<file path="config.mk">
export PLATFORM = sky130hd
export DESIGN_NAME = pqsb_top
export DESIGN_NICKNAME = d
export VERILOG_FILES = /design/src/rtl/pqsb_pkg.sv /design/src/rtl/pqsb_decode.sv /design/src/rtl/pqsb_cell.sv /design/src/rtl/pqsb_notify_arb.sv /design/src/rtl/pqsb_top.sv
export SDC_FILE = /design/constraint.sdc
export NUM_CORES = 1
export LEC_CHECK = 0
export ABC_AREA = 1
export BUFFER_PORTS_ARGS = -buffer_cell sky130_fd_sc_hd__buf_2
export CAP_MARGIN = 20
export CORE_ASPECT_RATIO = 0.5
export CORE_MARGIN = 2
export CORE_UTILIZATION = 58
export CTS_CLUSTER_SIZE = 14
export DETAILED_ROUTE_END_ITERATION = 8
export PLACE_DENSITY = 0.81
export SETUP_SLACK_MARGIN = 0.1
export SYNTH_ARGS = -nofsm -noshare
export SYNTH_HDL_FRONTEND = slang
export SYNTH_SLANG_ARGS = --single-unit
</file>
<file path="constraint.sdc">
create_clock -name clk -period 1.5 [get_ports clk]
set_input_delay 0.225 -clock clk [delete_from_list [all_inputs] [get_ports clk]]
set_output_delay 0.225 -clock clk [all_outputs]
set_load 0.02 [all_outputs]
</file>
<file path="src/rtl/pqsb_pkg.sv">
package pqsb_pkg;

   typedef logic [1:0] pq_t;

   localparam pq_t PQ_IDLE   = 2'b00;
   localparam pq_t PQ_OFF    = 2'b01;
   localparam pq_t PQ_PEND   = 2'b10;
   localparam pq_t PQ_QUEUED = 2'b11;

   typedef enum logic [2:0] {
      OP_NONE,
      OP_EOI,
      OP_GET,
      OP_SET,
      OP_TRIG
   } op_e;

   typedef struct packed {
      pq_t  pq;
      logic fwd;
   } pq_step_t;

   // trigger step; with checking off the event always goes through untouched
   function automatic pq_step_t pq_trigger(pq_t s, logic checked);
      pq_step_t r;
      r.pq  = s;
      r.fwd = 1'b0;
      if (!checked) begin
         r.fwd = 1'b1;
      end else begin
         case (s)
            PQ_IDLE:            begin r.pq = PQ_PEND; r.fwd = 1'b1; end
            PQ_PEND, PQ_QUEUED: r.pq = PQ_QUEUED;
            default:            r.pq = s;
         endcase
      end
      return r;
   endfunction

   function automatic pq_step_t pq_eoi(pq_t s);
      pq_step_t r;
      r.pq  = s;
      r.fwd = 1'b0;
      case (s)
         PQ_PEND:   r.pq = PQ_IDLE;
         PQ_QUEUED: begin r.pq = PQ_PEND; r.fwd = 1'b1; end
         default:   r.pq = s;
      endcase
      return r;
   endfunction

endpackage

</file>
<file path="src/rtl/pqsb_decode.sv">
module pqsb_decode
   import pqsb_pkg::*;
#(
   parameter int N_SRC        = 8,
   parameter int PAGE_SHIFT   = 13,
   parameter bit TWO_PAGE     = 1'b1,
   parameter bit STORE_EOI_EN = 1'b1,
   localparam int SRC_W       = (N_SRC > 1) ? $clog2(N_SRC) : 1,
   localparam int ADDR_W      = SRC_W + PAGE_SHIFT
) (
   input  logic              acc_valid,
   input  logic              acc_write,
   input  logic [ADDR_W-1:0] acc_addr,
   output op_e               op,
   output pq_t               set_val,
   output logic [SRC_W-1:0]  src,
   output logic              rd_hit
);

   localparam int MIN_SHIFT = 12 + (TWO_PAGE ? 1 : 0);

   if (PAGE_SHIFT < MIN_SHIFT) begin : g_bad_shift
      $error("pqsb_decode: PAGE_SHIFT too small for the offset map");
   end
   if (N_SRC < 1) begin : g_bad_count
      $error("pqsb_decode: N_SRC must be at least 1");
   end

   logic       mgmt;
   logic       in_range;
   logic [3:0] sel;
   logic       unused_addr;

   assign src         = acc_addr[ADDR_W-1:PAGE_SHIFT];
   assign sel         = acc_addr[11:8];
   assign set_val     = sel[1:0];
   assign unused_addr = ^acc_addr;

   if (TWO_PAGE) begin : g_two_page
      assign mgmt = acc_addr[PAGE_SHIFT-1];
   end else begin : g_one_page
      assign mgmt = 1'b1;
   end

   if (N_SRC == (1 << SRC_W)) begin : g_full_range
      assign in_range = 1'b1;
   end else begin : g_part_range
      assign in_range = ({1'b0, src} < (SRC_W+1)'(N_SRC));
   end

   assign rd_hit = in_range & mgmt;

   always_comb begin
      op = OP_NONE;
      if (acc_valid && in_range) begin
         if (!mgmt) begin
            op = acc_write ? OP_TRIG : OP_NONE;
         end else begin
            case (sel[3:2])
               2'b00: op = acc_write ? OP_NONE : OP_EOI;
               2'b01: op = (acc_write && STORE_EOI_EN) ? OP_EOI : OP_NONE;
               2'b10: op = acc_write ? OP_TRIG : OP_GET;
               default: op = acc_write ? OP_NONE : OP_SET;
            endcase
         end
      end
   end

endmodule

</file>
<file path="src/rtl/pqsb_cell.sv">
module pqsb_cell
   import pqsb_pkg::*;
#(
   parameter pq_t RESET_PQ    = PQ_IDLE,
   parameter bit  IS_LEVEL    = 1'b0,
   parameter bit  PQ_CHECK_EN = 1'b1
) (
   input  logic clk,
   input  logic rst_n,
   input  op_e  op,
   input  pq_t  set_val,
   input  logic trig,
   input  logic asserted,
   output pq_t  pq,
   output logic fwd
);

   pq_t      pq_q;
   pq_t      pq_n;
   pq_step_t st_op;
   pq_step_t st_lvl;
   pq_step_t st_hw;

   // access first, then the level retrigger, then the hardware trigger
   always_comb begin
      st_op  = '{pq: pq_q, fwd: 1'b0};
      case (op)
         OP_EOI:  st_op = pq_eoi(pq_q);
         OP_SET:  st_op = '{pq: set_val, fwd: 1'b0};
         OP_TRIG: st_op = pq_trigger(pq_q, PQ_CHECK_EN);
         default: st_op = '{pq: pq_q, fwd: 1'b0};
      endcase

      st_lvl = '{pq: st_op.pq, fwd: 1'b0};
      if (IS_LEVEL && asserted && op == OP_EOI) begin
         st_lvl = pq_trigger(st_op.pq, PQ_CHECK_EN);
      end

      st_hw = '{pq: st_lvl.pq, fwd: 1'b0};
      if (trig) begin
         st_hw = pq_trigger(st_lvl.pq, PQ_CHECK_EN);
      end

      pq_n = st_hw.pq;
      fwd  = st_op.fwd | st_lvl.fwd | st_hw.fwd;
   end

   always_ff @(posedge clk or negedge rst_n) begin
      if (!rst_n) pq_q <= RESET_PQ;
      else        pq_q <= pq_n;
   end

   assign pq = pq_q;

   if (PQ_CHECK_EN) begin : g_checked
      // a forwarded event always leaves the source marked pending
      a_r2_fwd_marks_p : assert property (@(posedge clk) disable iff (!rst_n)
         fwd |=> pq_q[1]);
      // an off source stays off without software action
      a_r2_off_absorbs : assert property (@(posedge clk) disable iff (!rst_n)
         (pq_q == PQ_OFF && (op == OP_NONE || op == OP_GET)) |=> pq_q == PQ_OFF);
   end else begin : g_unchecked
      // triggers leave the state alone when checking is off
      a_r12_state_kept : assert property (@(posedge clk) disable iff (!rst_n)
         (op == OP_NONE || op == OP_GET) |=> $stable(pq_q));
   end

endmodule

</file>
<file path="src/rtl/pqsb_notify_arb.sv">
module pqsb_notify_arb #(
   parameter int N_SRC  = 8,
   localparam int SRC_W = (N_SRC > 1) ? $clog2(N_SRC) : 1
) (
   input  logic             clk,
   input  logic             rst_n,
   input  logic [N_SRC-1:0] set_req,
   input  logic             ready,
   output logic             valid,
   output logic [SRC_W-1:0] src
);

   logic [N_SRC-1:0] waiting_q;
   logic [N_SRC-1:0] grant;
   logic [N_SRC-1:0] waiting_n;

   always_comb begin
      grant = '0;
      src   = '0;
      for (int i = N_SRC - 1; i >= 0; i--) begin
         if (waiting_q[i]) begin
            grant = '0;
            grant[i] = 1'b1;
            src = SRC_W'(i);
         end
      end
   end

   assign valid     = |waiting_q;
   assign waiting_n = (waiting_q & ~(grant & {N_SRC{ready}})) | set_req;

   always_ff @(posedge clk or negedge rst_n) begin
      if (!rst_n) waiting_q <= '0;
      else        waiting_q <= waiting_n;
   end

   // an offered notify is held until accepted
   a_r10_hold_valid : assert property (@(posedge clk) disable iff (!rst_n)
      (valid && !ready) |=> valid);
   // at most one source granted
   a_r10_one_grant : assert property (@(posedge clk) disable iff (!rst_n)
      $onehot0(grant));
   // an accepted source is retired unless it asked again
   a_r10_retire : assert property (@(posedge clk) disable iff (!rst_n)
      (valid && ready && !set_req[src]) |=> !waiting_q[$past(src)]);

endmodule

</file>
<file path="src/rtl/pqsb_top.sv">
module pqsb_top
   import pqsb_pkg::*;
#(
   parameter int             N_SRC        = 8,
   parameter int             PAGE_SHIFT   = 13,
   parameter bit             TWO_PAGE     = 1'b1,
   parameter logic [N_SRC-1:0] LEVEL_MASK = '0,
   parameter pq_t            RESET_PQ     = PQ_IDLE,
   parameter bit             STORE_EOI_EN = 1'b1,
   parameter bit             PQ_CHECK_EN  = 1'b1,
   localparam int            SRC_W        = (N_SRC > 1) ? $clog2(N_SRC) : 1,
   localparam int            ADDR_W       = SRC_W + PAGE_SHIFT
) (
   input  logic              clk,
   input  logic              rst_n,
   input  logic [N_SRC-1:0]  src_in,
   input  logic              acc_valid,
   input  logic              acc_write,
   input  logic [ADDR_W-1:0] acc_addr,
   output logic              rd_valid,
   output logic [2:0]        rd_data,
   output logic              ntf_valid,
   input  logic              ntf_ready,
   output logic [SRC_W-1:0]  ntf_src
);

   logic [N_SRC-1:0] src_q;
   logic [N_SRC-1:0] rise;
   op_e              dec_op;
   pq_t              dec_set;
   logic [SRC_W-1:0] dec_src;
   logic             dec_hit;
   pq_t              pq_all   [N_SRC];
   logic [2:0]       stat_all [N_SRC];
   logic [N_SRC-1:0] fwd_all;
   logic             is_load;

   always_ff @(posedge clk or negedge rst_n) begin
      if (!rst_n) src_q <= '0;
      else        src_q <= src_in;
   end

   assign rise    = src_in & ~src_q;
   assign is_load = acc_valid & ~acc_write;

   pqsb_decode #(
      .N_SRC        (N_SRC),
      .PAGE_SHIFT   (PAGE_SHIFT),
      .TWO_PAGE     (TWO_PAGE),
      .STORE_EOI_EN (STORE_EOI_EN)
   ) u_decode (
      .acc_valid (acc_valid),
      .acc_write (acc_write),
      .acc_addr  (acc_addr),
      .op        (dec_op),
      .set_val   (dec_set),
      .src       (dec_src),
      .rd_hit    (dec_hit)
   );

   for (genvar g = 0; g < N_SRC; g++) begin : g_src
      op_e  cell_op;
      logic lvl;

      assign cell_op = (dec_src == SRC_W'(g)) ? dec_op : OP_NONE;
      assign lvl     = LEVEL_MASK[g] ? src_q[g] : 1'b0;

      pqsb_cell #(
         .RESET_PQ    (RESET_PQ),
         .IS_LEVEL    (LEVEL_MASK[g]),
         .PQ_CHECK_EN (PQ_CHECK_EN)
      ) u_cell (
         .clk      (clk),
         .rst_n    (rst_n),
         .op       (cell_op),
         .set_val  (dec_set),
         .trig     (rise[g]),
         .asserted (lvl),
         .pq       (pq_all[g]),
         .fwd      (fwd_all[g])
      );

      assign stat_all[g] = {lvl, pq_all[g]};
   end

   always_ff @(posedge clk or negedge rst_n) begin
      if (!rst_n) begin
         rd_valid <= 1'b0;
         rd_data  <= '0;
      end else begin
         rd_valid <= is_load;
         rd_data  <= (is_load && dec_hit) ? stat_all[dec_src] : 3'b000;
      end
   end

   pqsb_notify_arb #(
      .N_SRC (N_SRC)
   ) u_arb (
      .clk     (clk),
      .rst_n   (rst_n),
      .set_req (fwd_all),
      .ready   (ntf_ready),
      .valid   (ntf_valid),
      .src     (ntf_src)
   );

   // every load is answered in the following cycle
   a_r11_load_answered : assert property (@(posedge clk) disable iff (!rst_n)
      is_load |=> rd_valid);
   // no response without a load
   a_r11_no_stray_resp : assert property (@(posedge clk) disable iff (!rst_n)
      !is_load |=> !rd_valid);
   // offered source number is a real source
   a_r10_src_in_range : assert property (@(posedge clk) disable iff (!rst_n)
      ntf_valid |-> (int'(ntf_src) < N_SRC));

endmodule

</file>
# --- Yosys cells after proc, flatten, opt, wreduce, memory -nomap -nowiden ---
# Index checks and enable logic that the tools add are counted.
word_totals:
  out_inout_bits: 8
  regBits: 36
  input_bits: 29
  word_cells: 231
op_classes:
  reduce_logical: 36
  mux: 100
  bitwise: 17
  n_eq_ne: 65
  n_lt_le_gt_ge: 1
ops:
  columns: ["cell", "count"]
  rows:
  - ["$pmux W2 S2", 24]
  - ["$mux W3", 31]
  - ["$pmux W3 S3", 9]
  - ["$eq A2 B2 Y1 const B", 33]
  - ["$mux W8", 8]
  - ["$eq A3 B3 Y1 const B", 12]
  - ["$logic_not A2 Y1", 17]
  - ["$reduce_or A2 Y1", 16]
  - ["$eq A3 B2 Y1 const B", 10]
  - ["$eq A3 B1 Y1 const B", 9]
  - ["$mux W1", 26]
  - ["$and A8 B8 Y8", 3]
  - ["$not A8 Y8", 2]
  - ["$bmux W3 S3", 1]
  - ["$or A1 B1 Y1", 8]
  - ["$or A8 B8 Y8", 1]
  - ["$reduce_or A8 Y1", 1]
  - ["$ge A4 B4 Y1 const B", 1]
  - ["$not A3 Y4", 1]
  - ["$logic_not A3 Y1", 1]
  - ["$eq A2 B1 Y1 const B", 1]
  - ["$mux W2", 1]
  - ["$and A1 B1 Y1", 1]
  - ["$logic_and A1 B1 Y1", 1]
  - ["$not A1 Y1", 1]

# --- Depth between registers and ports, before layout ---
logic_depth:
  ltp_word: 13
  ltp_mapped: 13

# --- Modules after synthesis ---
# A second synthesis with hierarchy kept.
unflattened:
  cells_unflattened: 471
  hier_area_um2: 3093.0
by_module_without_submodules:
  columns: ["mod", "instances", "area_per_inst_um2", "cells_per_inst"]
  rows:
  - ["pqsb_cell", 8, 237.7, 36]
  - ["pqsb_top", 1, 676.9, 112]
  - ["pqsb_notify_arb", 1, 409.1, 51]
  - ["pqsb_decode", 1, 105.1, 20]

# --- Worst setup path after synthesis ---
# OpenSTA, ideal clock, no wires.
synth_path:
  path_type: "flip-flop to output port"
  startpoint: "register u_arb.waiting_q[3]"
  endpoint: "output port ntf_src[2]"
  arrival_time_ps: 1247
  path_buffers: 0
  stages_incl_launch_ff: 4
  required_ps: 1275
  setup_slack_ps: 28
  cell_sequence: "dfrtp_1 -> nor2_1 -> inv_1 -> nor4_1"
synth_between:
  elab_chain_cells: 4
synth_lines:
  columns: ["element", "line_no", "rtl"]
  rows:
  - ["start, declared", "pqsb_notify_arb.sv:13", "logic [N_SRC-1:0] waiting_q;"]
  - ["start signal, assigned", "pqsb_notify_arb.sv:34", "else waiting_q <= waiting_n;"]
  - ["$mux W3 (4 in a row)", "pqsb_notify_arb.sv:21", "if (waiting_q[i]) begin"]
  - ["end, declared", "pqsb_top.sv:24", "output logic [SRC_W-1:0] ntf_src"]
# Every way passes these cells.

# --- Worst setup path in the final report ---
layout_path:
  startpoint: "register u_arb.waiting_q[7]"
  endpoint: "output port ntf_valid"
layout_between:
  elab_chain_cells: 1
layout_lines:
  columns: ["element", "line_no", "rtl"]
  rows:
  - ["$reduce_or A8 Y1", "pqsb_notify_arb.sv:29", "assign valid = |waiting_q;"]
  - ["end, declared", "pqsb_top.sv:22", "output logic ntf_valid,"]
# Every way passes these cells.

==> flow_results.org <==
** Outcome
- The flow ran to the end, but the final reports show violations.
- Violated checks :: setup timing

** Logic synthesis
- Count of state elements after synthesis :: 35
- After synthesis, flip-flops and latches occupy 33.64% of the total area.
- When the netlist entered floorplanning its net count stood at 419.
- YS warnings :: 0
- In this run the cell area of the synthesized design comes to 2604 um2.
- Synthesized instance count :: 390
- Synth unique cells :: 32
- Synthesized area divided by synthesized cell count :: 6.676 um2

** Cells and area
- Diodes inserted :: 0
- In the final design database the tool counted 469 nets.
- Syn-to-layout area delta :: 21.91%
- Final standard cell utilization of the core :: 72.80%
- Fin cells :: 498
- Fin area :: 3174 um2
- Proportion of layout cells with a drive suffix above 1 :: 24.49%

** Global route
- Entering global routing, the biggest net connects 27 pins.
- The via count of the first global-routing pass was 2699.
- Global Route met1 Usage :: 36.07%
- The number of antenna violations at the first check in global routing was 0.
- Met3 track demand over resource :: 7.524%
- The first global-routing pass estimated 11.82 mm of wire.
- Global routing used 52.36% of the available met2 tracks.
- The global routing stage identified its most utilized layer as met2.
- After global routing the overflow that remains totals 0.
- Global routing used 29.45% of the available tracks across all layers.

** Setup path
- Startpoint of the worst-slack reg-to-reg timing path :: u_arb.waiting_q[3]$_DFF_PN0_
- Capturing element type of the critical path :: primary output
- The worst register-to-register path ends at u_arb.waiting_q[7]$_DFF_PN0_.
- Delay of the slowest critical-path stage :: 0.43 ns
- In this design, the largest share of critical-path delay is due to simple AND/OR/NAND/NOR gates.
- Largest fanout of any net on the critical path :: 2
- R2R setup slack :: 0.14 ns
- The critical path in this run is classified as reg -> out.
- Slowest stage cell, crit path :: dfrtp_1
- Counting both buffers and inverters, the worst setup path holds a total of 1.
- The signal on the critical path passes through or2_4 -> nor3_4 -> nand4_1 -> buf_2.
- The worst register-to-register path has a depth of 7.
- Data on the critical path is required at its endpoint by 1.27 ns.
- Data on the critical path arrives at its endpoint at 1.41 ns.
- Setup crit start kind :: flip-flop

** Timing
- The number of max-slew violations in the final report was 0.
- Between clock sinks in the finished design, the worst skew comes to 0.009060 ns.
- Final period demand of the worst path :: 1.636 ns
- The count of final hold-check violations was 0.
- F_max :: 611.4 MHz
- RSZ-0062 raised after global routing :: true
- Share of the clock period used by the worst path after layout :: 109.0%
- In the post-route analysis, the smallest setup slack over all paths is -0.1355 ns.
- Setup violations remaining at the end of the flow were counted as 4.
- Final TNS setup :: -0.4178 ns

** Routing
- Count of antenna-violating nets left after detailed routing :: 0
- Via density per instance :: 5.809
- For this block, the routed nets add up to 7.300 mm of wire.
- In the routed design, unresolved DRC markers number 0.
- After the first detailed-routing iteration, the DRC count stood at 153.
- Routed length per placed instance :: 14.66 um
- For this block, the via count after detailed routing is 2893.
- Router iterations before antenna repair :: 7

** Hold path
- Worst min-delay path startpoint :: src_in[3]
- Worst hold path stage count :: 1
- Worst min path class :: in -> reg
- For hold timing, the worst endpoint is src_q[3]$_DFF_PN0_.

** CTS
- Number of buffers created by CTS :: 5
- The later pin in the worst-skew pair is clocked with a latency of 0.29 ns.
- The H-tree was split into 2 levels.
- Clock sinks :: 35
- Clock-pin slew was measured on the worst setup and hold paths at 0.08 ns.
- Clock root buffer :: clkbuf_8
- TritonCTS built the clock tree.
- The longest clock path from root to sink contains 2 buffers.

** Placement
- Port buffering added 27 buffers.
- Routability cong. :: 0.9696
- In this run, placement finished with an instance count of 485.
- The placed instances occupy a cell area of 2943 um2.
- Final HPWL DP :: 5.324 mm

** Pwr
- Total power density per cell area :: 1062 nW/um2
- Maximum vdd drop :: 0.5348 mV
- Overall Power :: 3.370 mW
- Static leakage power :: 1.681 nW

** Die
- 37 I/O pins were placed.
- Initial Util :: 59.71%
- Measured along the y axis, the die boundary spans 51.38 um.
- Standard-cell rows :: 17
- Die area :: 5074 um2
- After floorplanning, the core was sized to cover 4360 um2.
- Measured along the x axis, the die boundary spans 98.76 um.

** Run
- Across the run, the number of max-cap violations was 0.
[routing by layer]
| layer | part of all wire (%) | routed length (um) | vias to the layer above |
|---|---|---|---|
| li1 | - | - | 1374 |
| met1 | 42 | 3074 | 1339 |
| met2 | 47 | 3413 | 153 |
| met3 | 8.8 | 645 | 27 |
| met4 | 2.3 | 167 | 0 |
| met5 | 0 | 0 | - |
[synthesized netlist by cell type (all sizes together)]
library cell,number,share of area [%]
nand2b,2,0.48
a21oi,10,1.9
nor2,58,9.8
or2,1,0.24
inv,68,9.8
o2111ai,2,0.67
clkbuf,3,0.43
nand4,23,5.8
o211a,2,0.77
a21o,3,0.86
nand2,85,13
o22ai,3,0.72
o31ai,3,0.86
o21bai,5,1.4
buf,5,1.6
conb,1,0.14
o21ai,23,4.4
nor3,2,0.38
nand3b,2,0.58
nand3,50,12
and3,3,0.72
dfrtp,35,34
nor4,1,0.24
[worst max-delay path by stage]
| stage | cells past startpoint | endpoint | startpoint |
|---|---|---|---|
| global route | 7 | ntf_src[0] | u_arb.waiting_q[6]$_DFF_PN0_ |
| global placement | 9 | g_src[0].u_cell.pq[1]$_DFF_PN0_ | acc_addr[10] |
| detailed placement | 9 | g_src[0].u_cell.pq[1]$_DFF_PN0_ | acc_addr[10] |
| finish | 4 | ntf_valid | u_arb.waiting_q[7]$_DFF_PN0_ |
| CTS | 4 | ntf_valid | u_arb.waiting_q[7]$_DFF_PN0_ |
| floorplan | 3 | ntf_valid | u_arb.waiting_q[6]$_DFF_PN0_ |
[cell usage in the layout (no fill, tap or decap), types with 3 or more instances in the layout]
master     n
dfrtp_1   34
a21o_1     3
a21oi_2    3
o21ai_0   17
o22ai_1    3
buf_12     3
nor2_2     8
nor2_4     4
a21oi_1    7
nand3_1   39
and3_1     3
nand3_2   11
nand2_1   78
o31ai_1    3
clkbuf_8   6
o21ai_1    6
nor2_1    46
nand4_1   22
buf_4     18
nand2_2    7
inv_1     56
buf_2     26
o21bai_1   5
inv_2     11
[flip-flops by register name, indices dropped and copies added, names as in the netlist]
register and cells:
u_arb.waiting_q 8, g_src.u_cell.pq 16, rd_valid 1, rd_data 2, src_q 8
[where the power goes]
part	internal (mW)	total (mW)	switching, mW
logic	0.469	1.15	0.686
clock network	0.538	0.903	0.365
registers	1.09	1.31	0.217
total	2.10	3.37	1.27
[stage by stage]
step | hold slack [ns] | worst slack [ns]
6_report | 0.04611 | -0.1355
5_1_grt | 0.04847 | -0.2121
4_1_cts | 0.04573 | -0.1274
3_5_place_dp | 0.1983 | -0.06836
3_3_place_gp | 0.1866 | -0.01099
2_1_floorplan | -0.07059 | 0.1117
[timing repair]
action | 4_1_cts | 5_1_grt
resized for setup | 12 | 10
pin swaps | 1 | 5
gates cloned | 0 | 1
hold endpoints to repair | 16 | 0
endpoints found under the setup margin | 6 | 13
setup buffers | 0 | 3
hold buffers | 1 | 0
[cell families (layout without fill, tap and decap cells)]
family	Yosys count	in the layout	synth area share, %
flops	35	35	33.64
simple gates	227	227	42.67
buf+inv	76	127	11.87
compound gates	51	51	11.68
other cells	1	1	0.1440
[cell type report]
class	instances	area, um2
Clock buffer	6	82.58
Clock inverter	2	35.03
Fill cell	320	1186
Inverter	68	257.7
Multi-Input combinational cell	279	1468
Sequential cell	35	877.1
Tap cell	57	71.32
Timing Repair Buffer	51	382.9
(Power assumes the default switching activity.)
